$ cat config.mk
export PLATFORM = sky130hd
export DESIGN_NAME = atx_serializer
export DESIGN_NICKNAME = d
export VERILOG_FILES = /design/src/rtl/atx_pkg.sv /design/src/rtl/atx_baud.sv /design/src/rtl/atx_frame.sv /design/src/rtl/atx_serializer.sv
export SDC_FILE = /design/constraint.sdc
export NUM_CORES = 1
export LEC_CHECK = 0
export ABC_AREA = 1
export CORE_MARGIN = 2
export CORE_UTILIZATION = 54
export CTS_BUF_LIST = sky130_fd_sc_hd__clkbuf_2
export CTS_CLUSTER_DIAMETER = 100
export DETAILED_ROUTE_END_ITERATION = 16
export PLACE_DENSITY = 0.79
export SYNTH_ARGS = -nofsm -noshare
export SYNTH_HDL_FRONTEND = slang
export SYNTH_SLANG_ARGS = --single-unit
$ cat constraint.sdc
create_clock -name clk -period 2.4 [get_ports clk]
set_clock_uncertainty 0.15 [all_clocks]
set_input_delay 0.48 -clock clk [delete_from_list [all_inputs] [get_ports clk]]
set_output_delay 0.48 -clock clk [all_outputs]
set_load 0.03 [all_outputs]
$ cat src/rtl/atx_pkg.sv
package atx_pkg;
    localparam int DATA_W = 9;
    localparam int NB_W   = 4;
    localparam int CNT_W  = 6;
    localparam int OS_HI  = 16;
    localparam int OS_LO  = 8;

    typedef enum logic [2:0] {
        ST_IDLE  = 3'd0,
        ST_START = 3'd1,
        ST_DATA  = 3'd2,
        ST_PAR   = 3'd3,
        ST_STOP  = 3'd4,
        ST_BRK   = 3'd5
    } atx_state_e;

    typedef struct packed {
        atx_state_e         st;
        logic [CNT_W-1:0]   tcnt;
        logic [NB_W-1:0]    bidx;
        logic [DATA_W-1:0]  sr;
        logic               par_bit;
        logic               par_en;
        logic [NB_W-1:0]    nbits;
        logic [CNT_W-1:0]   bit_len;
        logic [CNT_W-1:0]   stop_len;
        logic [DATA_W-1:0]  hold;
        logic               hold_full;
        logic               en;
        logic               brk;
        logic               addr_pend;
    } atx_regs_t;
endpackage

$ cat src/rtl/atx_baud.sv
module atx_baud #(
    parameter int DIV_W = 16
) (
    input  logic             clk,
    input  logic             rst_n,
    input  logic [DIV_W-1:0] divisor,
    input  logic             restart,
    output logic             tick
);
    logic [DIV_W-1:0] cnt_d, cnt_q;
    logic             run;

    always_comb begin
        run   = (divisor != '0);
        tick  = run && (cnt_q >= divisor - 1'b1);
        cnt_d = (!run || tick || restart) ? '0 : cnt_q + 1'b1;
    end

    always_ff @(posedge clk or negedge rst_n) begin
        if (!rst_n) cnt_q <= '0;
        else        cnt_q <= cnt_d;
    end
endmodule

$ cat src/rtl/atx_frame.sv
module atx_frame
    import atx_pkg::*;
(
    input  logic [DATA_W-1:0] data,
    input  logic [1:0]        len_sel,
    input  logic              nine,
    input  logic [2:0]        par_sel,
    input  logic              msb_first,
    input  logic              addr_flag,
    output logic [DATA_W-1:0] bits,
    output logic [NB_W-1:0]   nbits,
    output logic              par_en,
    output logic              par_bit
);
    logic            ones;
    logic [NB_W-1:0] j;

    always_comb begin
        nbits = nine ? NB_W'(DATA_W) : NB_W'(5) + NB_W'(len_sel);
        ones  = 1'b0;
        bits  = '0;
        j     = '0;
        for (int i = 0; i < DATA_W; i++) begin
            if (NB_W'(i) < nbits) begin
                ones    = ones ^ data[i];
                j       = nbits - 1'b1 - NB_W'(i);
                bits[i] = msb_first ? data[j] : data[i];
            end
        end
        par_en = 1'b1;
        unique case (par_sel)
            3'd0:        par_bit = ones;
            3'd1:        par_bit = ~ones;
            3'd2:        par_bit = 1'b0;
            3'd3:        par_bit = 1'b1;
            3'd4, 3'd5:  begin par_bit = 1'b0; par_en = 1'b0; end
            default:     par_bit = addr_flag;
        endcase
    end
endmodule

$ cat src/rtl/atx_serializer.sv
module atx_serializer
    import atx_pkg::*;
#(
    parameter int DIV_W = 16
) (
    input  logic             clk,
    input  logic             rst_n,
    input  logic [1:0]       cfg_len,
    input  logic             cfg_nine,
    input  logic [2:0]       cfg_par,
    input  logic [1:0]       cfg_stop,
    input  logic             cfg_msb,
    input  logic             cfg_over8,
    input  logic [DIV_W-1:0] divisor,
    input  logic             cmd_en,
    input  logic             cmd_dis,
    input  logic             cmd_rst,
    input  logic             cmd_brk_on,
    input  logic             cmd_brk_off,
    input  logic             cmd_addr,
    input  logic             wr_valid,
    input  logic [8:0]       wr_data,
    output logic             tx,
    output logic             tx_ready,
    output logic             tx_empty
);
    atx_regs_t         r_d, r_q;
    logic              tick, restart, do_load, can_load, busy, last_tick;
    logic [CNT_W-1:0]  cur_len, os_len, stp_len;
    logic [DATA_W-1:0] f_bits;
    logic [NB_W-1:0]   f_nbits;
    logic              f_par_en, f_par_bit;

    atx_baud #(.DIV_W(DIV_W)) u_baud (
        .clk(clk), .rst_n(rst_n), .divisor(divisor),
        .restart(restart), .tick(tick)
    );

    atx_frame u_frame (
        .data(r_q.hold), .len_sel(cfg_len), .nine(cfg_nine),
        .par_sel(cfg_par), .msb_first(cfg_msb), .addr_flag(r_q.addr_pend),
        .bits(f_bits), .nbits(f_nbits), .par_en(f_par_en), .par_bit(f_par_bit)
    );

    always_comb begin
        os_len = cfg_over8 ? CNT_W'(OS_LO) : CNT_W'(OS_HI);
        unique case (cfg_stop)
            2'd0:    stp_len = os_len;
            2'd1:    stp_len = os_len + (os_len >> 1);
            default: stp_len = os_len << 1;
        endcase
    end

    always_comb begin
        r_d       = r_q;
        restart   = 1'b0;
        do_load   = 1'b0;
        busy      = (r_q.st != ST_IDLE) && (r_q.st != ST_BRK);
        can_load  = r_q.en && r_q.hold_full && !r_q.brk && (divisor != '0);
        cur_len   = (r_q.st == ST_STOP) ? r_q.stop_len : r_q.bit_len;
        last_tick = tick && (r_q.tcnt == cur_len - 1'b1);

        if (cmd_en)      r_d.en = 1'b1;
        if (cmd_dis)     r_d.en = 1'b0;
        if (cmd_brk_on)  r_d.brk = 1'b1;
        if (cmd_brk_off) r_d.brk = 1'b0;
        if (cmd_addr)    r_d.addr_pend = 1'b1;
        if (wr_valid && !r_q.hold_full) begin
            r_d.hold      = wr_data;
            r_d.hold_full = 1'b1;
        end

        if (busy && tick) r_d.tcnt = last_tick ? '0 : r_q.tcnt + 1'b1;

        unique case (r_q.st)
            ST_IDLE: begin
                if (r_q.brk) r_d.st = ST_BRK;
                else if (can_load) begin
                    do_load = 1'b1;
                    restart = 1'b1;
                end
            end
            ST_START: if (last_tick) begin
                r_d.st   = ST_DATA;
                r_d.bidx = '0;
            end
            ST_DATA: if (last_tick) begin
                r_d.sr = r_q.sr >> 1;
                if (r_q.bidx == r_q.nbits - 1'b1)
                    r_d.st = r_q.par_en ? ST_PAR : ST_STOP;
                else
                    r_d.bidx = r_q.bidx + 1'b1;
            end
            ST_PAR: if (last_tick) r_d.st = ST_STOP;
            ST_STOP: if (last_tick) begin
                if (r_q.brk)       r_d.st = ST_BRK;
                else if (can_load) do_load = 1'b1;
                else               r_d.st = ST_IDLE;
            end
            ST_BRK: if (!r_d.brk) r_d.st = ST_IDLE;
            default: r_d.st = ST_IDLE;
        endcase

        if (do_load) begin
            r_d.st        = ST_START;
            r_d.tcnt      = '0;
            r_d.sr        = f_bits;
            r_d.nbits     = f_nbits;
            r_d.par_en    = f_par_en;
            r_d.par_bit   = f_par_bit;
            r_d.bit_len   = os_len;
            r_d.stop_len  = stp_len;
            r_d.hold_full = 1'b0;
            r_d.addr_pend = 1'b0;
        end

        if (cmd_rst) begin
            r_d.st        = ST_IDLE;
            r_d.tcnt      = '0;
            r_d.hold_full = 1'b0;
            r_d.addr_pend = 1'b0;
            r_d.brk       = 1'b0;
        end
    end

    always_ff @(posedge clk or negedge rst_n) begin
        if (!rst_n) r_q <= '0;
        else        r_q <= r_d;
    end

    always_comb begin
        unique case (r_q.st)
            ST_START, ST_BRK: tx = 1'b0;
            ST_DATA:          tx = r_q.sr[0];
            ST_PAR:           tx = r_q.par_bit;
            default:          tx = 1'b1;
        endcase
        tx_ready = !r_q.hold_full;
        tx_empty = !r_q.hold_full && (r_q.st == ST_IDLE);
    end


    empty_line_high_chk: assert property (@(posedge clk) disable iff (!rst_n)
        tx_empty |-> tx);


    full_hold_kept_chk: assert property (@(posedge clk) disable iff (!rst_n)
        (r_q.hold_full && !cmd_rst) |=> (r_q.hold == $past(r_q.hold)));


    rst_cmd_idle_chk: assert property (@(posedge clk) disable iff (!rst_n)
        cmd_rst |=> (tx && tx_ready && tx_empty));


    zero_div_no_start_chk: assert property (@(posedge clk) disable iff (!rst_n)
        (r_q.st == ST_IDLE && divisor == '0) |=> (r_q.st != ST_START));


    disabled_no_start_chk: assert property (@(posedge clk) disable iff (!rst_n)
        (r_q.st == ST_IDLE && !r_q.en) |=> (r_q.st != ST_START));


    brk_release_chk: assert property (@(posedge clk) disable iff (!rst_n)
        (cmd_brk_off && r_q.st == ST_BRK) |=> (r_q.st != ST_BRK));


    tick_bound_chk: assert property (@(posedge clk) disable iff (!rst_n)
        busy |-> (r_q.tcnt < cur_len));
endmodule

Word level (Yosys, flattened, before mapping) --
Index checks and enable logic that the tools add are counted.
Storage, ports and cells: word-level logic and storage cells 206, input port bits 44, register bits 69
Cells by class: order comparisons 19, eq/ne operators 25, reductions and logical operators 32, multiplexer cells 89, bitwise logic cells 9, add/sub/neg operators 17
Operator list (number):
- 1-bit two-way mux | 50
- 4-bit by 5-bit less-than comparator with 1-bit output (second input constant) | 9
- 1-bit binary-select mux with 4-bit select | 9
- 3-bit two-way mux | 10
- 4-bit != test (second input constant) | 7
- 27-bit two-way mux | 1
- 9-bit two-way mux | 3
- 6-bit two-way mux | 3
- 3-bit case mux with 6 select lines | 1
- 16-bit by 1-bit adder with 16-bit output (second input constant) | 1
- 16-bit greater-or-equal comparator | 1
- 3-bit by 4-bit less-than comparator with 1-bit output (first input constant) | 4
- 16-bit two-way mux | 1
- 16-bit nonzero test | 1
- 16-bit by 1-bit subtractor with 16-bit output (second input constant) | 1
- 4-bit by 3-bit subtractor with 4-bit output (second input constant) | 4
- 13-bit two-way mux | 1
- 3-bit by 2-bit equality test with 1-bit output (second input constant) | 4
- 3-bit equality test (second input constant) | 4
- 4-bit two-way mux | 3
- 6-bit case mux with 2 select lines | 1
- 3-bit nonzero test | 4
- 4-bit by 1-bit subtractor with 4-bit output (second input constant) | 3
- 1-bit logical AND | 9
- other kinds (35) | 56

Depth between registers and ports, before layout --
word-level depth 23, gate-level depth with buffers 23

By module --
From an unflattened synthesis, not the netlist that was laid out.
Second synthesis, totals: cells, all modules 766, area total of the unflattened synthesis 5455.2 um2
By module, submodules not included:
- atx_serializer | area an instance 2834.0 um2, seq. area each 1176.1 um2, cells an instance 368, times used 1
- atx_baud | area an instance 1539.0 um2, seq. area each 400.4 um2, cells an instance 204, times used 1
- atx_frame | area an instance 1082.3 um2, seq. area each 0.0 um2, cells an instance 194, times used 1

Worst setup path after synthesis --
OpenSTA, ideal clock, no wires.
path type input-to-reg, start in divisor[2], end reg r_q[33] (netlist bit), library setup time 0.130 ns, required time 2.120 ns, arrival time 3.217 ns, stages 22, setup slack -1.098 ns, cell sequence nor2_1 -> nand2_1 -> nor2_1 -> nand2_1 -> nor3_1 -> nand2_1 -> nor3_1 -> nand3_1 -> xnor2_1 -> inv_1 -> ha_1 -> nand2_1 -> nor3_1 -> nand3_1 -> nand3_1 -> nand2_2 -> o21bai_2 -> nand2_2 -> buf_12 -> buf_6 -> nand3_1 -> nand3_1
Between the ends: word-level cells in the longest chain between the ends 8, elaborated cells between the ends (all ways) 14, those cells by class add/sub (1); order compare (1); mux (5); reduce/logical (7)
RTL lines:
- from (decl) | RTL line atx_serializer.sv:14 | input logic [DIV_W-1:0] divisor,
- 16-bit by 1-bit subtractor with 16-bit output or 16-bit nonzero test (tied branches) | RTL line atx_baud.sv:15, atx_baud.sv:14, atx_serializer.sv:59
- 16-bit greater-or-equal comparator or 1-bit logical AND (tied branches) | RTL line atx_baud.sv:15, atx_serializer.sv:59
- 1-bit logical AND or 1-bit two-way mux (tied branches) | RTL line atx_baud.sv:15, atx_serializer.sv:78, atx_serializer.sv:97
- 1-bit logical AND or 1-bit two-way mux (tied branches) | RTL line atx_serializer.sv:61, atx_serializer.sv:77
- 1-bit two-way mux | RTL line atx_serializer.sv:95 | ST_STOP: if (last_tick) begin
- 1-bit case mux with 2 select lines | RTL line atx_serializer.sv:75 | unique case (r_q.st)
- 2-bit nonzero test (no source line)
- 2-bit AND reduction (no source line)
- to (signal assigned) | RTL line atx_serializer.sv:128 | else r_q <= r_d;
- to (decl) | RTL line atx_serializer.sv:27 | atx_regs_t r_d, r_q;
Several ways; a longest one is shown, not always the timed one. A chain may end at the register's enable or synchronous reset.

Worst setup path in the final report --
start in divisor[2], end reg r_q[48] (netlist bit)
Between the ends: word-level cells in the longest chain between the ends 8, elaborated cells between the ends (all ways) 16, those cells by class add/sub (1); order compare (1); mux (8); reduce/logical (6)
RTL lines:
- 16-bit by 1-bit subtractor with 16-bit output or 16-bit nonzero test (tied branches) | RTL line atx_baud.sv:15, atx_baud.sv:14, atx_serializer.sv:59
- 16-bit greater-or-equal comparator or 1-bit logical AND (tied branches) | RTL line atx_baud.sv:15, atx_serializer.sv:59
- 1-bit logical AND or 1-bit two-way mux (tied branches) | RTL line atx_baud.sv:15, atx_serializer.sv:78, atx_serializer.sv:97
- 1-bit logical AND or 1-bit two-way mux (tied branches) | RTL line atx_serializer.sv:61, atx_serializer.sv:77
- 1-bit two-way mux or 6-bit two-way mux (tied branches) | RTL line atx_serializer.sv:95, atx_serializer.sv:73
- 1-bit case mux with 2 select lines or 6-bit two-way mux (tied branches) | RTL line atx_serializer.sv:75, atx_serializer.sv:73
- 9-bit two-way mux | RTL line atx_serializer.sv:104 | if (do_load) begin
- 9-bit two-way mux | RTL line atx_serializer.sv:117 | if (cmd_rst) begin
Several ways; a longest one is shown, not always the timed one. The select of a mux whose other input is x is not followed.

==> key figures <==
Worst setup path
  • Req. time, crit path: 2.63 ns
  • Crit Path Class: input port to register
  • Crit Path Max Fanout: 3
  • Startpoint types: input port
  • Crit end category: register
  • Crit path DAT: 3.24 ns

Logic synthesis
  • YS warnings: 0
  • Netlist cell types: between 40 and 50
  • Post-synth ARST share: 100%
  • Main synth FF type: dfrtp_1
  • Area contributors post-synth: dfrtp_1 (32%), nand2_1 (13%), ha_1 (9.2%)
  • EDFF count, synth: 0
  • Most frequent cell after synthesis: nand2_1
  • Syn_area_per_cell: 7.15 um2
  • Share of the synthesized area in the top cell type: 32.2%
  • Post-synth top area cell: dfrtp_1
  • Synth top cells by count: nand2_1 (164), inv_1 (93), nor2_1 (78)
  • Post-Syn Instances: 686
  • Flops & latches, synth: 63
  • Netlist area before placement: 4900 um2
  • Syn nets: 766
  • Sequential share of the synthesized area: 32.2%

Global route
  • GRT Util Overall: about 27%
  • Vias in the first global route: 5049
  • Global route overflow: 0
  • Antenna violations before repair: 0
  • Global-route wire length before repair: 21800 um
  • Largest net degree at the start of global routing: between 60 and 70

Placed design
  • Hpwl dp: roughly 9400 um
  • Placer Congestion: 0.883
  • Pre-CTS WS: -1.53 ns
  • Input/output buffers: 46

Clocking
  • CTS buffer count: 9
  • Clock Pin Slew Worst Setup and Hold Paths: 0.21 ns
  • Worst-Skew Late Latency: 0.49 ns
  • H-tree depth: 3
  • Root Buffer: clkbuf_2
  • Longest Clk Path Bufs: 2
  • Clock Sinks: 63
  • CTS tree: done

Floorplanning
  • Initial Util: a little under three fifths
  • Cell Rows: 34
  • DIE HEIGHT: 99.3 um
  • Chip width: 99.3 um
  • IO Count: 47
  • Core region area: 8760 um2
  • Die ar.: around 10000 um2

Drt
  • Drt initial violations: about 400
  • Vias: 5040
  • Wirelength per Cell: ~14 um
  • Antenna-violating nets left: 0
  • 1st-pass router iterations: 5
  • DRC viols: 0
  • Routed WL: 13400 um
  • Vias per std cell: 5.35

Timing
  • Final Critical Period: 3.01 ns
  • Fin worst setup slack: -0.608 ns
  • Final-report setup violation count: 54
  • Slew @ Worst Pin: 0.580 ns
  • Worst rel slew slack: 61.2%
  • Fmax: 0.332 GHz
  • Max-slew violation count: 0
  • Final Hold Violating Endpoints: 0
  • RSZ-0062 raised after global routing: true
  • Final period util: 125%

Power
  • Tot Pwr: 4.88 mW
  • Lkg Pwr: 3.39 nW
  • VDD IR max: 0.000500 V
  • PwrDens: 712 nW/um2

Worst hold path
  • Worst min-delay path class: input port to async pin

Finish
  • Area growth, synth to finish: 39.9%
  • Ratio of cells with drive above 1 in the final layout: between 20 and 30%
  • Diode count: 0
  • Number of nets in the layout: 910

Outcome
  • Failing checks: negative setup slack
  • Outcome: finished with violations

Flow run
  • Max-cap check violation count: 0
==> layout make-up <==
class / instances / area (um2)
fill: 616 / 1900
clock buffer: 10 / 50.0
multi-input combinational: 515 / 3400
inverter: 98 / 388
timing repair inverter: 1 / 8.76
sequential: 63 / 1580
tap: 108 / 135
timing repair buffer: 142 / 1270
clock inverter: 5 / 26.3
==> layer usage <==
| metal | vias up | share of wire [%] | GRT usage (%) |
|---|---|---|---|
| li1 | 2501 | - | - |
| met1 | 2325 | 42 | 34.0 |
| met2 | 177 | 51 | 48.1 |
| met3 | 37 | 5.0 | 3.37 |
| met4 | 0 | 2.3 | 8.54 |
| met5 | - | 0 | 0 |
==> sequential cells by signal, indices dropped and copies added, names as in the netlist <==
register and count:
u_baud.cnt_q 16, r_q 47
==> cell usage in the layout, fill, tap and decap left out, types with 3 or more instances in the layout <==
cell	synthesis	routed
o21ai_1	7	13
nor2_1	78	60
nand3_2	3	13
nand2_4	1	10
clkinv_2	0	3
nor3_2	0	4
inv_1	93	88
ha_1	36	32
buf_8	0	3
xnor2_1	22	22
dlymetal6s2s_1	0	3
o21ai_0	30	19
nand2_1	164	133
nor2_2	3	13
nand2_2	4	25
a21oi_1	33	27
o21ai_2	0	5
ha_4	0	4
nand3_1	51	40
clkdlybuf4s50_1	0	32
dfrtp_1	63	62
o211ai_1	11	11
nand4_1	5	5
buf_12	1	3
nor3_1	18	10
xor2_1	17	15
nor3_4	0	4
inv_2	4	6
o21a_1	3	3
buf_6	1	14
a21oi_2	1	7
nor3b_2	0	3
clkbuf_2	0	12
buf_4	1	81
nor2_4	4	12
==> logic make-up after synthesis <==
logic type / Yosys count / synth area share (%)
XOR/XNOR: 39 / 6.97
buffers and inverters: 108 / 8.96
adder cells (fa/ha/maj): 36 / 9.19
AO/OA/AOI/OAI: 97 / 11.5
flip-flops: 63 / 32.2
AND/OR/NAND/NOR: 342 / 31.0
multiplexers: 1 / 0.204
==> worst max-delay path, cell delays in order <==
cell	delay, ns
buf_8	0.10
nor2_4	0.11
nand2_2	0.07
nor2_4	0.09
nand2_2	0.08
nor3_4	0.15
nand2_2	0.10
nor3_4	0.13
nand3_1	0.10
xnor2_1	0.15
inv_1	0.09
ha_4	0.29
nand2_4	0.06
nor3_4	0.20
nand3_2	0.09
nand3_2	0.11
nand2_2	0.08
buf_4	0.14
nor2_1	0.18
buf_4	0.18
nor3_1	0.05
a21oi_1	0.14
nor2_2	0.04
==> final timing paths <==
| check | startpoint | endpoint | slack [ns] | depth (start not counted) |
|---|---|---|---|---|
| hold / removal | rst_n | r_q[47] | 0.35 | 3 |
| setup / recovery | divisor[2] | r_q[48] | -0.61 | 23 |
| hold reg to reg | r_q[34] | r_q[34] | 0.37 | 2 |
| setup reg to reg | r_q[50] | r_q[32] | -0.56 | 18 |
| min in group clk | r_q[34] | r_q[34] | 0.37 | 2 |
| max in group asynchronous | rst_n | r_q[8] | 1.44 | 3 |
==> power by group <==
group / leakage, nW / internal, mW / switching (mW)
combinational: 2.54 / 1.16 / 1.56
clock: 0.0550 / 0.127 / 0.391
sequential: 0.796 / 1.36 / 0.284
total: 3.39 / 2.65 / 2.24
==> metrics by stage <==
step | setup TNS (ns) | hold slack (ns) | utilization (%) | instance area, um2 | instances
after floorplan | -34.93 | 0.0344 | - | 5000 | 686
final | -23.95 | 0.355 | 78.3 | 6860 | 942
after global placement | -64.33 | 0.328 | 69.1 | 6060 | 902
after CTS | -30.56 | 0.344 | 74.3 | 6510 | 937
after global routing | -32.43 | 0.359 | 78.3 | 6860 | 942
after detailed placement | -72.21 | 0.336 | 69.1 | 6060 | 902
==> timing repair <==
item                                    in CTS  in global routing
gates cloned                                 3                  0
endpoints found under the setup margin      54                 55
buffers inserted                            16                  8
hold buffers                                 1                  0
endpoints found under the hold margin       63                  0
resized for setup                           98                 85
pin swaps                                   25                 37
Power figures use the tool's default switching activity.
